`config.mk`:
```
export PLATFORM = sky130hd
export DESIGN_NAME = oep_rx_ctrl
export DESIGN_NICKNAME = d
export VERILOG_FILES = /design/src/rtl/oep_pkg.sv /design/src/rtl/oep_rx_fifo.sv /design/src/rtl/oep_rx_admit.sv /design/src/rtl/oep_ep_state.sv /design/src/rtl/oep_rx_ctrl.sv
export SDC_FILE = /design/constraint.sdc
export NUM_CORES = 1
export LEC_CHECK = 0
export BUFFER_PORTS_ARGS = -buffer_cell sky130_fd_sc_hd__buf_2
export CORE_MARGIN = 2
export CORE_UTILIZATION = 30
export DETAILED_ROUTE_END_ITERATION = 7
export MAX_ROUTING_LAYER = met4
export SETUP_SLACK_MARGIN = 0.3
export SLEW_MARGIN = 20
export SYNTH_ARGS = -nofsm -noshare
export SYNTH_HDL_FRONTEND = slang
export SYNTH_SLANG_ARGS = --single-unit
export TNS_END_PERCENT = 10
```
`constraint.sdc`:
```
create_clock -name clk -period 6.7 [get_ports clk]
set_input_delay 0.335 -clock clk [delete_from_list [all_inputs] [get_ports clk]]
set_output_delay 0.335 -clock clk [all_outputs]
set_load 0.01 [all_outputs]
```
`src/rtl/oep_pkg.sv`:
```
package oep_pkg;
  // Outcome of one received packet, reported the cycle after its last byte
  typedef enum logic [1:0] {
    PKT_IDLE = 2'd0,
    PKT_ACK  = 2'd1,
    PKT_NAK  = 2'd2
  } pkt_res_e;
endpackage

```
`src/rtl/oep_rx_fifo.sv`:
```
// Byte FIFO with a tentative write pointer: a packet's bytes become visible
// only on commit, and a rollback discards them.
module oep_rx_fifo #(
  parameter int DW    = 8,
  parameter int DEPTH = 16
) (
  input  logic          clk,
  input  logic          rst_n,
  input  logic          wr_en,
  input  logic [DW-1:0] wr_data,
  input  logic          commit,
  input  logic          rollback,
  input  logic          rd_en,
  output logic          full,
  output logic          rd_valid,
  output logic [DW-1:0] rd_data
);
  localparam int AW = $clog2(DEPTH);
  localparam int PW = AW + 1;

  logic [DW-1:0] mem [DEPTH];
  logic [PW-1:0] wr_tmp, wr_cmt, rd_ptr;
  logic [PW-1:0] fill_tmp;

  assign fill_tmp = wr_tmp - rd_ptr;
  assign full     = (fill_tmp == PW'(DEPTH));
  assign rd_valid = (wr_cmt != rd_ptr);
  assign rd_data  = mem[rd_ptr[AW-1:0]];

  always_ff @(posedge clk) begin
    if (wr_en) mem[wr_tmp[AW-1:0]] <= wr_data;
  end

  always_ff @(posedge clk or negedge rst_n) begin
    if (!rst_n) begin
      wr_tmp <= '0;
      wr_cmt <= '0;
      rd_ptr <= '0;
    end else begin
      if (rollback)   wr_tmp <= wr_cmt;
      else if (wr_en) wr_tmp <= wr_tmp + 1'b1;
      if (commit)     wr_cmt <= wr_tmp + PW'(wr_en);
      if (rd_en)      rd_ptr <= rd_ptr + 1'b1;
    end
  end
endmodule

```
`src/rtl/oep_rx_admit.sv`:
```
// Per-packet admission: decides at each byte whether the packet survives,
// and at the last byte commits or rolls it back.
module oep_rx_admit
  import oep_pkg::*;
#(
  parameter int MPS = 8
) (
  input  logic     clk,
  input  logic     rst_n,
  input  logic     beat,
  input  logic     last,
  input  logic     nak,
  input  logic     full,
  output logic     wr_en,
  output logic     commit,
  output logic     rollback,
  output logic     short_pkt,
  output pkt_res_e res
);
  localparam int LW = $clog2(MPS + 1);

  logic          in_pkt_q, drop_q;
  logic [LW-1:0] len_q, len_base, len_nx;
  logic          drop_eff;

  // A refusal is decided by the NAK flag at the first byte, or by running out of room
  assign drop_eff  = (in_pkt_q ? drop_q : nak) | full;
  assign len_base  = in_pkt_q ? len_q : '0;
  assign len_nx    = (len_base >= LW'(MPS)) ? LW'(MPS) : len_base + 1'b1;
  assign short_pkt = (len_nx < LW'(MPS));

  assign wr_en    = beat & ~drop_eff;
  assign commit   = beat & last & ~drop_eff;
  assign rollback = beat & last & drop_eff;

  always_ff @(posedge clk or negedge rst_n) begin
    if (!rst_n) begin
      in_pkt_q <= 1'b0;
      drop_q   <= 1'b0;
      len_q    <= '0;
      res      <= PKT_IDLE;
    end else begin
      if (beat) begin
        in_pkt_q <= ~last;
        drop_q   <= drop_eff;
        len_q    <= len_nx;
      end
      if (beat && last) res <= drop_eff ? PKT_NAK : PKT_ACK;
      else              res <= PKT_IDLE;
    end
  end
endmodule

```
`src/rtl/oep_ep_state.sv`:
```
// Transfer budgets, the NAK flag and the sticky interrupt flags.
module oep_ep_state #(
  parameter int PCW = 4,
  parameter int BCW = 8
) (
  input  logic           clk,
  input  logic           rst_n,
  input  logic           ep_enable,
  input  logic [PCW-1:0] cfg_pkts,
  input  logic [BCW-1:0] cfg_bytes,
  input  logic           commit,
  input  logic           short_pkt,
  input  logic           pop,
  input  logic           clr_rxlvl,
  input  logic           clr_xfrc,
  output logic           nak,
  output logic [PCW-1:0] pkt_left,
  output logic [BCW-1:0] bytes_left,
  output logic           irq_rxlvl,
  output logic           irq_xfrc
);
  // Packet budget and NAK
  always_ff @(posedge clk or negedge rst_n) begin
    if (!rst_n) begin
      pkt_left <= '0;
      nak      <= 1'b1;
    end else if (ep_enable) begin
      pkt_left <= cfg_pkts;
      nak      <= (cfg_pkts == '0);
    end else if (commit) begin
      if (pkt_left != '0) pkt_left <= pkt_left - 1'b1;
      if (pkt_left <= PCW'(1) || short_pkt) nak <= 1'b1;
    end
  end

  // Byte budget and completion
  always_ff @(posedge clk or negedge rst_n) begin
    if (!rst_n) begin
      bytes_left <= '0;
      irq_xfrc   <= 1'b0;
    end else begin
      if (clr_xfrc) irq_xfrc <= 1'b0;
      if (ep_enable) begin
        bytes_left <= cfg_bytes;
        irq_xfrc   <= 1'b0;
      end else if (pop && bytes_left != '0) begin
        bytes_left <= bytes_left - 1'b1;
        if (bytes_left == BCW'(1)) irq_xfrc <= 1'b1;
      end
    end
  end

  // Receive interrupt: a new commit wins over a clear in the same cycle
  always_ff @(posedge clk or negedge rst_n) begin
    if (!rst_n)         irq_rxlvl <= 1'b0;
    else if (commit)    irq_rxlvl <= 1'b1;
    else if (clr_rxlvl) irq_rxlvl <= 1'b0;
  end
endmodule

```
`src/rtl/oep_rx_ctrl.sv`:
```
module oep_rx_ctrl
  import oep_pkg::*;
#(
  parameter int DW    = 8,
  parameter int DEPTH = 16,
  parameter int MPS   = 8,
  parameter int PCW   = 4,
  parameter int BCW   = 8
) (
  input  logic           clk,
  input  logic           rst_n,
  input  logic           rx_valid,
  output logic           rx_ready,
  input  logic [DW-1:0]  rx_data,
  input  logic           rx_last,
  output logic           rx_ack,
  output logic           rx_nak,
  output logic           rd_valid,
  input  logic           rd_ready,
  output logic [DW-1:0]  rd_data,
  input  logic           ep_enable,
  input  logic [PCW-1:0] cfg_pkts,
  input  logic [BCW-1:0] cfg_bytes,
  output logic           nak,
  output logic [PCW-1:0] pkt_left,
  output logic [BCW-1:0] bytes_left,
  output logic           irq_rxlvl,
  output logic           irq_xfrc,
  input  logic           clr_rxlvl,
  input  logic           clr_xfrc
);
  logic     beat, wr_en, commit, rollback, short_pkt, full, pop;
  pkt_res_e res;

  assign rx_ready = 1'b1;
  assign beat     = rx_valid & rx_ready;
  assign pop      = rd_valid & rd_ready;
  assign rx_ack   = (res == PKT_ACK);
  assign rx_nak   = (res == PKT_NAK);

  oep_rx_admit #(.MPS(MPS)) u_admit (
    .clk(clk), .rst_n(rst_n), .beat(beat), .last(rx_last), .nak(nak),
    .full(full), .wr_en(wr_en), .commit(commit), .rollback(rollback),
    .short_pkt(short_pkt), .res(res)
  );

  oep_rx_fifo #(.DW(DW), .DEPTH(DEPTH)) u_fifo (
    .clk(clk), .rst_n(rst_n), .wr_en(wr_en), .wr_data(rx_data),
    .commit(commit), .rollback(rollback), .rd_en(pop), .full(full),
    .rd_valid(rd_valid), .rd_data(rd_data)
  );

  oep_ep_state #(.PCW(PCW), .BCW(BCW)) u_state (
    .clk(clk), .rst_n(rst_n), .ep_enable(ep_enable), .cfg_pkts(cfg_pkts),
    .cfg_bytes(cfg_bytes), .commit(commit), .short_pkt(short_pkt), .pop(pop),
    .clr_rxlvl(clr_rxlvl), .clr_xfrc(clr_xfrc), .nak(nak),
    .pkt_left(pkt_left), .bytes_left(bytes_left), .irq_rxlvl(irq_rxlvl),
    .irq_xfrc(irq_xfrc)
  );
endmodule

```
==> results.txt, run 1 <==
- The flow ran to the end, and the final reports show no timing, DRC or antenna violations.
- The die covers approximately 0.025 mm2.
- Max-capacitance violation count: 0
- Comb power frac: 30.4%
- Wire length on met2: 7.98 mm
- Highest fanout seen on the critical path: 13
- Area of the core: 0.0236 mm2
- Entering global routing, the biggest net connects 39 pins.
- Data on the critical path arrives at its endpoint at around 3.5 ns.
- TritonCTS built the clock tree.
- Initial cell density of the core: between 30% and 40%
- Ant diodes: 0
- Signal routing reaches up to met4.
- Buffers added on ports: 53
- Prevailing post-synth register cell: edfxtp_1
- After synthesis the cells add up to 0.00725 mm2.
- Setup slack on the worst flop-to-flop path: between 3 and 4 ns
* Detailed-route vias per instance: 4.91
- Detailed-router iteration count before antenna repair: 4
- Count of pins on the block boundary: 55
* Reg2Reg Launch Point: u_fifo.rd_ptr[2]$_DFFE_PN0P_
- Slew @ Worst Pin: roughly 0.86 ns
- Post-DP HPWL: 10.5 mm
* Reported net switching power: 1.07 mW
* Layout cell share with drive strength beyond 1: 27.9%
- The net count of the finished layout is roughly 550.
- Overall power after layout: ~3.3 mW
- Final worst setup slack: 3.44 ns
- Maximum achievable frequency: roughly 0.3 GHz
- The clock period could shrink to 3.26 ns.
- Summed over all failing endpoints, the final setup total negative slack is 0 ns.
- Path type of the worst setup path: flop to flop
- Yosys mapped a number of flops with a built-in enable equal to 128.
* Detail Route Antenna Nets: 0
- Summing all multi-input logic gate instances after layout gives approximately 0.0023 mm2.
* Async SR Flop Fraction: a little under a quarter
* Filler instances: 2250
- Of the total power, registers draw 40.4%.
- In this run the worst setup path begins at u_fifo.rd_ptr[2]$_DFFE_PN0P_.
- Data required, critical path: about 7 ns
* Flops & latches, synth: approximately 170
- Clock buffers created by TritonCTS: 17
- Vias: 4121
- Measured against its own limit, the worst slew margin works out to 42.7%.
- Count of cell types in the netlist: 54
* Root buffer cell: clkbuf_16
- Hold repair after CTS inserted 0 buffers.
- Total detailed-routing wirelength: 15.7 mm
- On the final layout, the worst clock skew is 0.00885 ns.
- Std cell rows: 56
* Switching Fraction: 32.1%
* DRC: 0
* Total routing usage reported by global routing: 13.2%
- CTS clk-pin slew, worst paths: 0.06 ns
- The H-tree was split into 4 levels.
* Clock latency reported for the late side of the worst-skew pair: 0.43 ns
- The first routing iteration left roughly 340 violations.
- Clk network pwr share: 29.2%
* Synthesis-to-layout area growth: 16.9%
- Wire length of the first global-routing pass: 24.8 mm
- Maximum clock insertion buffer count: 2
* Portion of the post-synthesis area used by sequential elements: 66.1%
- In this run the vertical extent of the chip is 159 um.
- The worst register-to-register path ends at u_fifo.wr_cmt[4]$_DFFE_PN0P_.
- Final worst path period share: 48.7%
* Syn_nets: 496
- Once the clock tree was built, the setup fixing pass inserted 0 buffers.
* Routability congestion estimate from global placement: 0.832
- FF/Latch Area: 0.00480 mm2
* Worst Setup End Kind: flop
- Clk sinks: 166
- Min-delay worst type: primary input to asynchronous set/reset pin
- Routed length on met1: 6.73 mm
* Width of the die: 159 um
- Post-placement worst setup slack: roughly 3.2 ns
* Cell Int Power: 2.27 mW
* Kind of start point of the critical path: flop
- Total met3 wirelength after detailed routing: 868 um
- Count of final setup violators: 0
- Yosys printed 0 warnings.
* Worst reg-to-reg path cell count: 11
- In this run the worst setup path terminates at u_fifo.wr_cmt[4]$_DFFE_PN0P_.
* Hold Fails Final Rpt: 0
* Final Max Slew Viols: 0
- The total overflow left after global routing is 0.
- Synthesis produced 450 cells.
* Hold WS: around 0.013 ns
* Antenna violations before repair: 0
- The number of global-route vias before repair came to between 4k and 5k.
- Leakage power of the design: 2.98 nW
- The average instance in the mapped netlist occupies 16.1 um2.
* Power per standard cell area: between 300 and 400 mW/mm2
- Number of resized instances in the post-cts repair step: 0
- Detail-routed net length per standard cell: between 15 and 20 um
* Setup repair after global routing missed its margin: false
* Peak VDD IR: between 0.15 and 0.2 mV
[Yosys cell counts, types with 3 or more instances]
master	n	area, um2
buf_2	8	40.0
ha_1	18	225
nor2b_1	4	25.0
o211ai_1	4	30.0
nor4_1	3	18.8
nand2_1	24	90.1
a21oi_1	6	30.0
nor3_1	5	25.0
and2_1	13	81.3
a31oi_1	8	50.1
edfxtp_1	128	3840
and3_1	4	25.0
or4_1	9	67.6
mux4_2	40	901
mux2_2	5	56.3
inv_1	15	56.3
o21ai_0	15	75.1
clkbuf_1	10	37.5
nand3_1	11	55.1
nor2_1	20	75.1
nand2b_1	5	31.3
xor2_1	3	26.3
xnor2_1	11	96.3
nand4_1	4	25.0
dfrtp_1	37	926
[cell type report]
class                   count  area share, %
clock buffers              17           5.02
clock inverters            15           1.98
inverters                  17          0.753
multi-input cells         247           27.4
flip-flops and latches    166           56.6
well taps                 319           4.71
repair buffers             58           3.57
[flip-flops by register name, indices dropped and copies added (netlist names)]
signal              cells
u_state.irq_xfrc        1
u_fifo.wr_tmp           5
u_fifo.wr_cmt           5
u_admit.in_pkt_q        1
u_fifo.mem            128
u_state.bytes_left      8
u_admit.len_q           4
u_admit.drop_q          1
u_fifo.rd_ptr           5
u_admit.res             2
u_state.irq_rxlvl       1
u_state.nak             1
u_state.pkt_left        4
[stage by stage]
step	utilization (%)	instances	instance area [um2]
2_1_floorplan	-	450	7250
3_3_place_gp	33.4	807	7880
3_5_place_dp	33.4	807	7880
4_1_cts	35.9	839	8470
5_1_grt	35.9	839	8480
6_report	35.9	839	8480
[power groups by stage]
stage	Clock, mW	Combinational [mW]	Sequential (mW)
2_1_floorplan	0	0.762	1.32
5_1_grt	1.04	1.12	1.36
3_3_place_gp	0	1.01	1.36
3_5_place_dp	0	1.03	1.37
6_report	0.975	1.01	1.35
4_1_cts	0.993	1.04	1.35
[metal layers]
| layer | GRT usage, % | up-vias |
|---|---|---|
| li1 | - | 1879 |
| met1 | 16.5 | 2115 |
| met2 | 21.7 | 119 |
| met3 | 2.58 | 8 |
| met4 | 4.34 | 0 |
| met5 | - | - |
[layout by cell type, fill, tap and decap left out, types with 3 or more instances in the layout]
| master | count |
|---|---|
| nand3_1 | 11 |
| mux4_2 | 40 |
| clkbuf_16 | 17 |
| o21ai_0 | 15 |
| edfxtp_1 | 128 |
| xor2_1 | 3 |
| nand4_1 | 4 |
| nand2b_1 | 5 |
| clkinv_4 | 3 |
| buf_2 | 53 |
| a21oi_1 | 6 |
| nor2b_1 | 4 |
| or4_1 | 9 |
| and3_1 | 4 |
| inv_1 | 15 |
| buf_4 | 5 |
| mux2_2 | 5 |
| nand2_1 | 24 |
| nor3_1 | 4 |
| a31oi_1 | 8 |
| ha_1 | 18 |
| o211ai_1 | 4 |
| dfrtp_1 | 36 |
| inv_6 | 4 |
| and2_1 | 13 |
| xnor2_1 | 11 |
| nor2_1 | 20 |
[logic make-up (layout without fill, tap and decap cells)]
kind of cell	Yosys count	after routing	synth area share (%)
flip-flops	166	166	66.1
AND/OR/NAND/NOR	112	112	8.23
AO/OA/AOI/OAI	54	54	4.97
multiplexers	47	47	13.5
buffers and inverters	37	107	2.11
adder cells (fa/ha/maj)	18	18	3.11
XOR/XNOR	15	15	1.92
other	1	1	0.0517
[critical path, stage by stage (launching register included)]
cell     delay (ns)
dfrtp_1        0.72
inv_1          0.10
ha_1           0.33
or3b_2         0.45
o22ai_1        0.24
a31o_2         0.39
nor2_1         0.11
ha_1           0.21
ha_1           0.21
nand3_1        0.10
xor2_1         0.15
o21ai_0        0.09
[worst min path at each step]
stage                                    start                                end  slack [ns]  cells after the start
floorplan                                rst_n         u_admit.drop_q$_DFFE_PN0P_        0.04                      0
global placement                         rst_n  u_state.bytes_left[1]$_DFFE_PN0P_        0.49                      1
detailed placement  u_admit.drop_q$_DFFE_PN0P_         u_admit.drop_q$_DFFE_PN0P_        0.48                      2
CTS                                      rst_n         u_state.irq_xfrc$_DFF_PN0_        0.03                      1
global route                             rst_n  u_state.bytes_left[3]$_DFFE_PN0P_        0.08                      1
finish                                   rst_n  u_state.bytes_left[3]$_DFFE_PN0P_        0.01                      1
(Power assumes the default switching activity.)
==> run 2: changes to the inputs <==
==> constraint.sdc (replaced) <==
create_clock -name clk -period 2.9 [get_ports clk]
set_input_delay 0.145 -clock clk [delete_from_list [all_inputs] [get_ports clk]]
set_output_delay 0.145 -clock clk [all_outputs]
set_load 0.01 [all_outputs]
==> results.txt, run 2 (synthesis gave the netlist of run 1 again) <==
- Clock H-tree levels: 4 (unchanged)
- The number of nets with antenna violations after detailed routing is 0 (unchanged).
- The aggregate routed wire length came to 15.7 mm (about the same).
* Slowest cell on the critical path: dfrtp_1 (unchanged)
- The clock root buffer master is clkbuf_16 (unchanged).
- The initial cell density of the core was 30.7% (unchanged).
- The internal power consumption is 5.22 mW (was 2.27 mW).
- Maximum number of pins on one net before global-route repair: 39 (unchanged)
- Highest-count cells in the layout ignoring fill and taps: 128 x edfxtp_1, 53 x buf_2, 40 x mux4_2 (unchanged).
- Reported net switching power: 2.57 mW (was 1.07 mW)
- The number of setup violations in the final report is 0 (unchanged).
- Cell class contributing the biggest share of worst-path delay: simple AND/OR/NAND/NOR gates (was adder cells)
- The register cell area after layout was 0.00480 mm2 (unchanged).
- Detail-routed net length per standard cell: 18.1 um (was 18.7 um)
- Worst Clk Skew: 0.0112 ns (was 0.00885 ns)
- Switching Fraction: 33.0% (was 32.1%)
* Clk sinks: 166 (unchanged)
- Power per standard cell area: 893 mW/mm2 (was 394 mW/mm2)
- Buffers added on ports: 53 (unchanged)
* Relative slew margins: 41.6% (was 42.7%)
- The part of the total power dissipated in combinational logic is 33.3% (was 30.4%).
* Area of combinational cells with multiple inputs: 0.00235 mm2 (was 0.00232 mm2)
* GR Overflow Total: 0 (unchanged)
* Number of global-route vias before repair: 4347 (was 4294)
- DRC: 0 (unchanged)
- The area growth from synthesis to final layout came to 20.3% (was 16.9%).
- Layout cell share with drive strength beyond 1: 30.3% (was 27.9%)
- The largest incremental delay on the critical path came to 0.44 ns (was 0.72 ns).
- Path type of the worst setup path: flop to flop (unchanged)
- The flip-flop count of the largest register, all copies and words added was 128 (unchanged).
- Total die area: 0.0254 mm2 (unchanged)
- The upper clock frequency limit came to 0.377 GHz (was 0.307 GHz).
- Total routing usage reported by global routing: 13.1% (was 13.2%)
- The capturing element type of the critical path is a flop (unchanged).
* Setup repair after global routing missed its margin: true (was false)
* Post-DP HPWL: 10.4 mm (was 10.5 mm)
- The part of the cycle the worst path needs is 91.4% (was 48.7%).
- The source-to-sink clock delay at the later pin of the worst-skew pair was 0.43 ns (about the same).
- The detail-routed via count per cell was 4.89 (was 4.91).
- Cells traversed along the worst timing path: inv_2 > ha_1 > nor2_1 > xnor2_1 > a31o_2 > buf_4 > nor3b_1 > and2_1 (was inv_1 > ha_1 > or3b_2 > o22ai_1 > a31o_2 > nor2_1 > ha_1 > ha_1 > nand3_1 > xor2_1 > o21ai_0)
- Max-capacitance violation count: 0 (unchanged)
- Maximum clock insertion buffer count: 2 (unchanged)
* Post-route design area: 0.00872 mm2 (was 0.00848 mm2)
- The worst hold slack was 0.0952 ns (was 0.0130 ns).
- The data arrival time of the critical path came to 2.72 ns (was 3.54 ns).
- The clock share of power is 27.8% (was 29.2%).
- The clock tree from TritonCTS was done (unchanged).
* Std cell rows: 56 (unchanged)
- The setup total negative slack came to 0 ns (unchanged).
* Clock buffers created by TritonCTS: 17 (unchanged)
- Total setup buffers inserted after CTS: 0 (unchanged)
* Width of the die: 159 um (unchanged)
- The hold violation total from the final report is 0 (unchanged).
* Die height: 159 um (unchanged)
- The core footprint is 0.0236 mm2 (unchanged).
* Instance area at placement: 0.00796 mm2 (was 0.00788 mm2)
* Routability congestion estimate from global placement: 0.865 (was 0.832)
- The clock transition time at the flip-flop clock pins of the worst setup and hold paths is 0.07 ns (was 0.06 ns).
- The worst path buffer plus inverter count is 2 (was 1).
* Overall power after layout: 7.79 mW (was 3.34 mW)
* Wire length of the first global-routing pass: 24.8 mm (about the same)
- Filler instances: 2217 (was 2250)
* Count of pins on the block boundary: 55 (unchanged)
- Slew @ Worst Pin: 0.876 ns (was 0.855 ns)
- The number of nets in the finished design came to 578 (was 553).
- Data required, critical path: 2.97 ns (was 6.98 ns)
- Ant diodes: 0 (unchanged)
* Result of the run: finished clean (unchanged)
- Min-delay worst type: primary input to flop (was primary input to asynchronous set/reset pin)
- Final Max Slew Viols: 0 (unchanged)
- Kind of start point of the critical path: flop (unchanged)
* Peak VDD IR: 0.433 mV (was 0.179 mV)
* Number of design-rule violations left by the first detailed-router iteration: 331 (was 344)
- Fin crit period: 2.65 ns (was 3.26 ns)
- Antenna violations before repair: 0 (unchanged)
- Vias: 4229 (was 4121)
* Highest fanout seen on the critical path: 8 (was 13)
* Leakage power of the design: 3.09 nW (was 2.98 nW)
- Most frequent standard cell in the layout excluding fill and tap cells: edfxtp_1 (unchanged)
* Sequential fraction of design power: 38.9% (was 40.4%)
- Detailed-router iteration count before antenna repair: 4 (unchanged)
[run 2: power by group through the flow]
| stage | clock, mW | combinational [mW] | sequential [mW] |
|---|---|---|---|
| 6_report | 2.16 | 2.59 | 3.03 |
| 5_1_grt | 2.31 | 2.84 | 3.06 |
| 4_1_cts | 2.21 | 2.64 | 3.03 |
| 3_5_place_dp | 0 | 2.58 | 3.07 |
| 3_3_place_gp | 0 | 2.55 | 3.06 |
| 2_1_floorplan | 0 | 1.85 | 3.05 |
[run 2: through the flow]
step / setup slack [ns] / instances / utilization, %
finish: 0.249 / 864 / 36.9
global route: 0.0430 / 864 / 36.9
CTS: 0.207 / 864 / 36.9
detailed placement: 0.191 / 815 / 33.7
global placement: 0.271 / 815 / 33.7
floorplan: 0.186 / 450 / -
[run 2: worst paths after layout]
path	startpoint	endpoint	slack (ns)	cells after the start
max	u_fifo.rd_ptr[3]$_DFFE_PN0P_	u_fifo.mem[7][1]$_DFFE_PP_	0.25	8
min	ep_enable	u_state.irq_xfrc$_DFF_PN0_	0.1	2
max reg2reg	u_fifo.rd_ptr[3]$_DFFE_PN0P_	u_fifo.mem[7][1]$_DFFE_PP_	0.25	8
min reg2reg	u_admit.drop_q$_DFFE_PN0P_	u_admit.drop_q$_DFFE_PN0P_	0.52	2
max in group asynchronous	rst_n	u_fifo.rd_ptr[0]$_DFFE_PN0P_	1.91	2
min in group asynchronous	rst_n	u_state.bytes_left[3]$_DFFE_PN0P_	0.38	2
[run 2: area by class of cell]
type,count,area share [%]
timing repair buffer,83,6.25
tap,319,4.58
multi-input combinational,247,27.0
clock buffer,18,4.92
clock inverter,14,1.58
sequential,166,55.0
inverter,17,0.731
[run 2: what timing repair did]
action,4_1_cts,5_1_grt
hold endpoints to repair,53,0
resized for setup,4,7
endpoints found under the setup margin,80,83
hold buffers,17,0
[run 2: per-layer routing]
layer	vias up	wire length, um	track usage (%)
met1	2173	7100	17.2
met2	114	7850	21.0
met3	9	594	2.60
met4	0	131	3.02
met5	-	0	-
li1	1933	-	-
[run 2: worst reg2reg max path: stages (launching register included)]
cell and delay [ns]:
dfrtp_1 0.44, inv_2 0.06, ha_1 0.33, nor2_1 0.18, xnor2_1 0.12, a31o_2 0.31, buf_4 0.19, nor3b_1 0.25
and2_1 0.43
==> run 3: changes to the inputs <==
--- a/config.mk
+++ b/config.mk
@@ -6,10 +6,13 @@
 export NUM_CORES = 1
 export LEC_CHECK = 0
 export BUFFER_PORTS_ARGS = -buffer_cell sky130_fd_sc_hd__buf_2
+export CELL_PAD_IN_SITES_DETAIL_PLACEMENT = 0
+export CELL_PAD_IN_SITES_GLOBAL_PLACEMENT = 1
 export CORE_MARGIN = 2
 export CORE_UTILIZATION = 30
 export DETAILED_ROUTE_END_ITERATION = 7
 export MAX_ROUTING_LAYER = met4
+export PLACE_DENSITY_LB_ADDON = 0.1
 export SETUP_SLACK_MARGIN = 0.3
 export SLEW_MARGIN = 20
 export SYNTH_ARGS = -nofsm -noshare
==> results.txt, run 3 (synthesis gave the netlist of run 1 again) <==
- Result of the run: finished clean (unchanged)
- Count of final setup violators: 0 (unchanged)
- The type of the worst min-delay path is primary input to flop (unchanged).
- The met3 track utilization from global routing came to 2.16% (was 2.60%).
- Std cell rows: 56 (unchanged)
- The worst max-slew margin expressed relative to the limit is 37.6% (was 41.6%).
* Wire length of the first global-routing pass: 27.1 mm (was 24.8 mm)
- The total CTS buffers is 17 (unchanged).
- The placed cell count came to 827 (was 815).
* Worst path most repeated cell: ha_1
- Number of design-rule violations left by the first detailed-router iteration: 277 (was 331)
- Post-placement worst setup slack: 0.139 ns (was 0.191 ns)
- The share of final-layout standard cells stronger than drive strength 1 was 31.7% (was 30.3%).
* Power per standard cell area: 907 mW/mm2 (was 893 mW/mm2)
* Highest-count cells in the layout ignoring fill and taps: 128 x edfxtp_1, 53 x buf_2, 40 x mux4_2 (unchanged)
- Worst Setup End Kind: flop (unchanged)
- The global routing met1 resource utilization is 18.9% (was 17.2%).
* Non-filler instance count after layout: 875 (was 864)
* Peak VDD IR: 0.332 mV (was 0.433 mV)
- The number of max-capacitance violations reported is 0 (unchanged).
- Width of the die: 159 um (unchanged)
* Highest fanout seen on the critical path: 8 (unchanged)
* Count of pins on the block boundary: 55 (unchanged)
- Setup repair after global routing missed its margin: true (unchanged).
- Vias: 4202 (was 4229)
- The actual transition at the worst max-transition pin came to 0.936 ns (was 0.876 ns).
* Maximum clock insertion buffer count: 2 (unchanged)
- The clock transition time at the flip-flop clock pins of the worst setup and hold paths is 0.07 ns (about the same).
* Routability congestion estimate from global placement: 0.746 (was 0.865)
- Final Max Slew Viols: 0 (unchanged)
* Buffers added on ports: 53 (unchanged)
- Area of the core: 0.0236 mm2 (unchanged)
* Maximum achievable frequency: 0.382 GHz (was 0.377 GHz)
- The hold violation total from the final report was 0 (unchanged).
- The largest net degree at the start of global routing came to 39 (unchanged).
- The remaining global-route overflow was 0 (unchanged).
- Cells traversed along the worst timing path: inv_1 > ha_1 > or3b_4 > o22ai_2 > a31o_2 > nor2_2 > ha_2 > ha_1 > nand3_1 > xor2_1 > o21ai_0 (was inv_2 > ha_1 > nor2_1 > xnor2_1 > a31o_2 > buf_4 > nor3b_1 > and2_1)
- The start point of the critical path is u_fifo.wr_tmp[0]$_DFFE_PN0P_ (was u_fifo.rd_ptr[3]$_DFFE_PN0P_).
- The flip-flop count of the largest register, all copies and words added is 128 (unchanged).
- The most congested layer reported by global routing was met2 (unchanged).
- The origin of the critical flop-to-flop path is u_fifo.wr_tmp[0]$_DFFE_PN0P_ (was u_fifo.rd_ptr[3]$_DFFE_PN0P_).
- The data arrival time of the critical path is 2.91 ns (was 2.72 ns).
- Leakage power of the design: 3.18 nW (was 3.09 nW)
- Grt met2 use: 24.1% (was 21.0%)
- The largest incremental delay on the critical path was 0.44 ns (about the same).
- Path type of the worst setup path: flop to flop (unchanged)
- The setup clock skew after layout came to 0.0128 ns (was 0.0112 ns).
- Detailed-router iteration count before antenna repair: 5 (was 4)
* CTS tree: done (unchanged)
- The number of nets in the finished design came to 589 (was 578).
- The source-to-sink clock delay at the later pin of the worst-skew pair was 0.42 ns (was 0.43 ns).
* Kind of start point of the critical path: flop (unchanged)
- The slowest cell on the critical path is dfrtp_1 (unchanged).
- The number of nets with antenna violations after detailed routing is 0 (unchanged).
* Die height: 159 um (unchanged)
- Final worst setup slack: 0.285 ns (was 0.249 ns)
- Total detailed-routing wirelength: 17.3 mm (was 15.7 mm)
* Total die area: 0.0254 mm2 (unchanged)
* Detail-routed net length per standard cell: 19.8 um (was 18.1 um)
- Final worst path period share: 90.2% (was 91.4%)
- The area growth from synthesis to final layout is 22.2% (was 20.3%).
- Hold path startpoint: rx_last (was ep_enable)
* Clk sinks: 166 (unchanged)
- The detail-routed via count per cell is 4.80 (was 4.89).
- Fin crit period: 2.61 ns (was 2.65 ns)
- The estimated wirelength of the detail-placed design was 11.7 mm (was 10.4 mm).
- Root buffer cell: clkbuf_16 (unchanged)
- The required time reported for the critical path endpoint was 3.20 ns (was 2.97 ns).
* Most frequent standard cell in the layout excluding fill and tap cells: edfxtp_1 (unchanged)
- The number of filler cells placed in the layout was 2259 (was 2217).
- The number of H-tree levels is 4 (unchanged).
* Ant diodes: 0 (unchanged)
- Total routing usage reported by global routing: 14.6% (was 13.1%)
- Initial cell density of the core: 30.7% (unchanged)
- The initial antenna violation count is 0 (unchanged).
- The number of global-route vias before repair came to 4390 (was 4347).
* Setup tns final: 0 ns (unchanged)
- The DRC violation count after routing is 0 (unchanged).
[run 3: changes by cell type in the layout (fill, tap and decap cells not counted), sizes merged]
cell,previous run,this run
buf,66,78
bufinv,0,2
clkinv,6,4
dlygate4sd3,17,15
bufbuf,0,1
clkbuf,18,19
inv,24,23
[run 3: what timing repair did]
item	4_1_cts	5_1_grt
gates cloned	1	0
resized for setup	5	6
hold buffers	15	0
setup buffers	0	0
endpoints found under the setup margin	48	76
endpoints found under the hold margin	52	0
[run 3: worst paths after layout]
kind	end	slack, ns	cells past startpoint
worst max register to register	u_fifo.wr_cmt[4]$_DFFE_PN0P_	0.29	11
worst min-delay path	u_admit.in_pkt_q$_DFFE_PN0P_	0.05	2
max in group asynchronous	u_fifo.rd_ptr[0]$_DFFE_PN0P_	1.87	2
worst min register to register	u_admit.drop_q$_DFFE_PN0P_	0.50	2
min in group asynchronous	u_state.bytes_left[5]$_DFFE_PN0P_	0.39	2
worst max-delay path	u_fifo.wr_cmt[4]$_DFFE_PN0P_	0.29	11
[run 3: area by class of cell]
class / instances / area (um2) / area share [%]
inverters: 17 / 63.8 / 0.720
clock buffers: 19 / 433 / 4.89
flip-flops and latches: 166 / 4800 / 54.1
well taps: 319 / 399 / 4.50
repair buffers: 94 / 648 / 7.31
multi-input cells: 247 / 2360 / 26.6
clock inverters: 13 / 164 / 1.85
[run 3: report_power, final]
group / total, mW / leakage [nW] / switching [mW] / internal (mW)
combinational: 2.71 / 1.28 / 1.39 / 1.32
sequential: 3.04 / 1.61 / 0.218 / 2.83
clock: 2.29 / 0.290 / 0.985 / 1.30
total: 8.04 / 3.18 / 2.59 / 5.45
[run 3: worst max-delay path, delay by kind of cell, from the launching register on]
kind	cells	cell delay, ns
flops	1	0.44
fa+ha+maj	3	0.57
simple gates	3	0.57
xor+xnor	1	0.14
buf+inv	1	0.17
compound gates	3	0.60
[run 3: per-stage QoR]
stage	total power, mW	util, %	instance area (um2)	hold WS [ns]
6_report	8.04	37.5	8860	0.0495
5_1_grt	8.50	37.5	8860	0.0593
4_1_cts	8.18	37.5	8850	0.0329
3_5_place_dp	5.77	34.1	8050	0.345
3_3_place_gp	5.75	34.1	8050	0.340
2_1_floorplan	4.90	-	7320	-0.151
[run 3: layer usage]
layer	vias up	share of wire, %
met4	0	0.95
met1	2146	45
met2	79	51
met5	-	0
li1	1965	-
met3	12	3.1
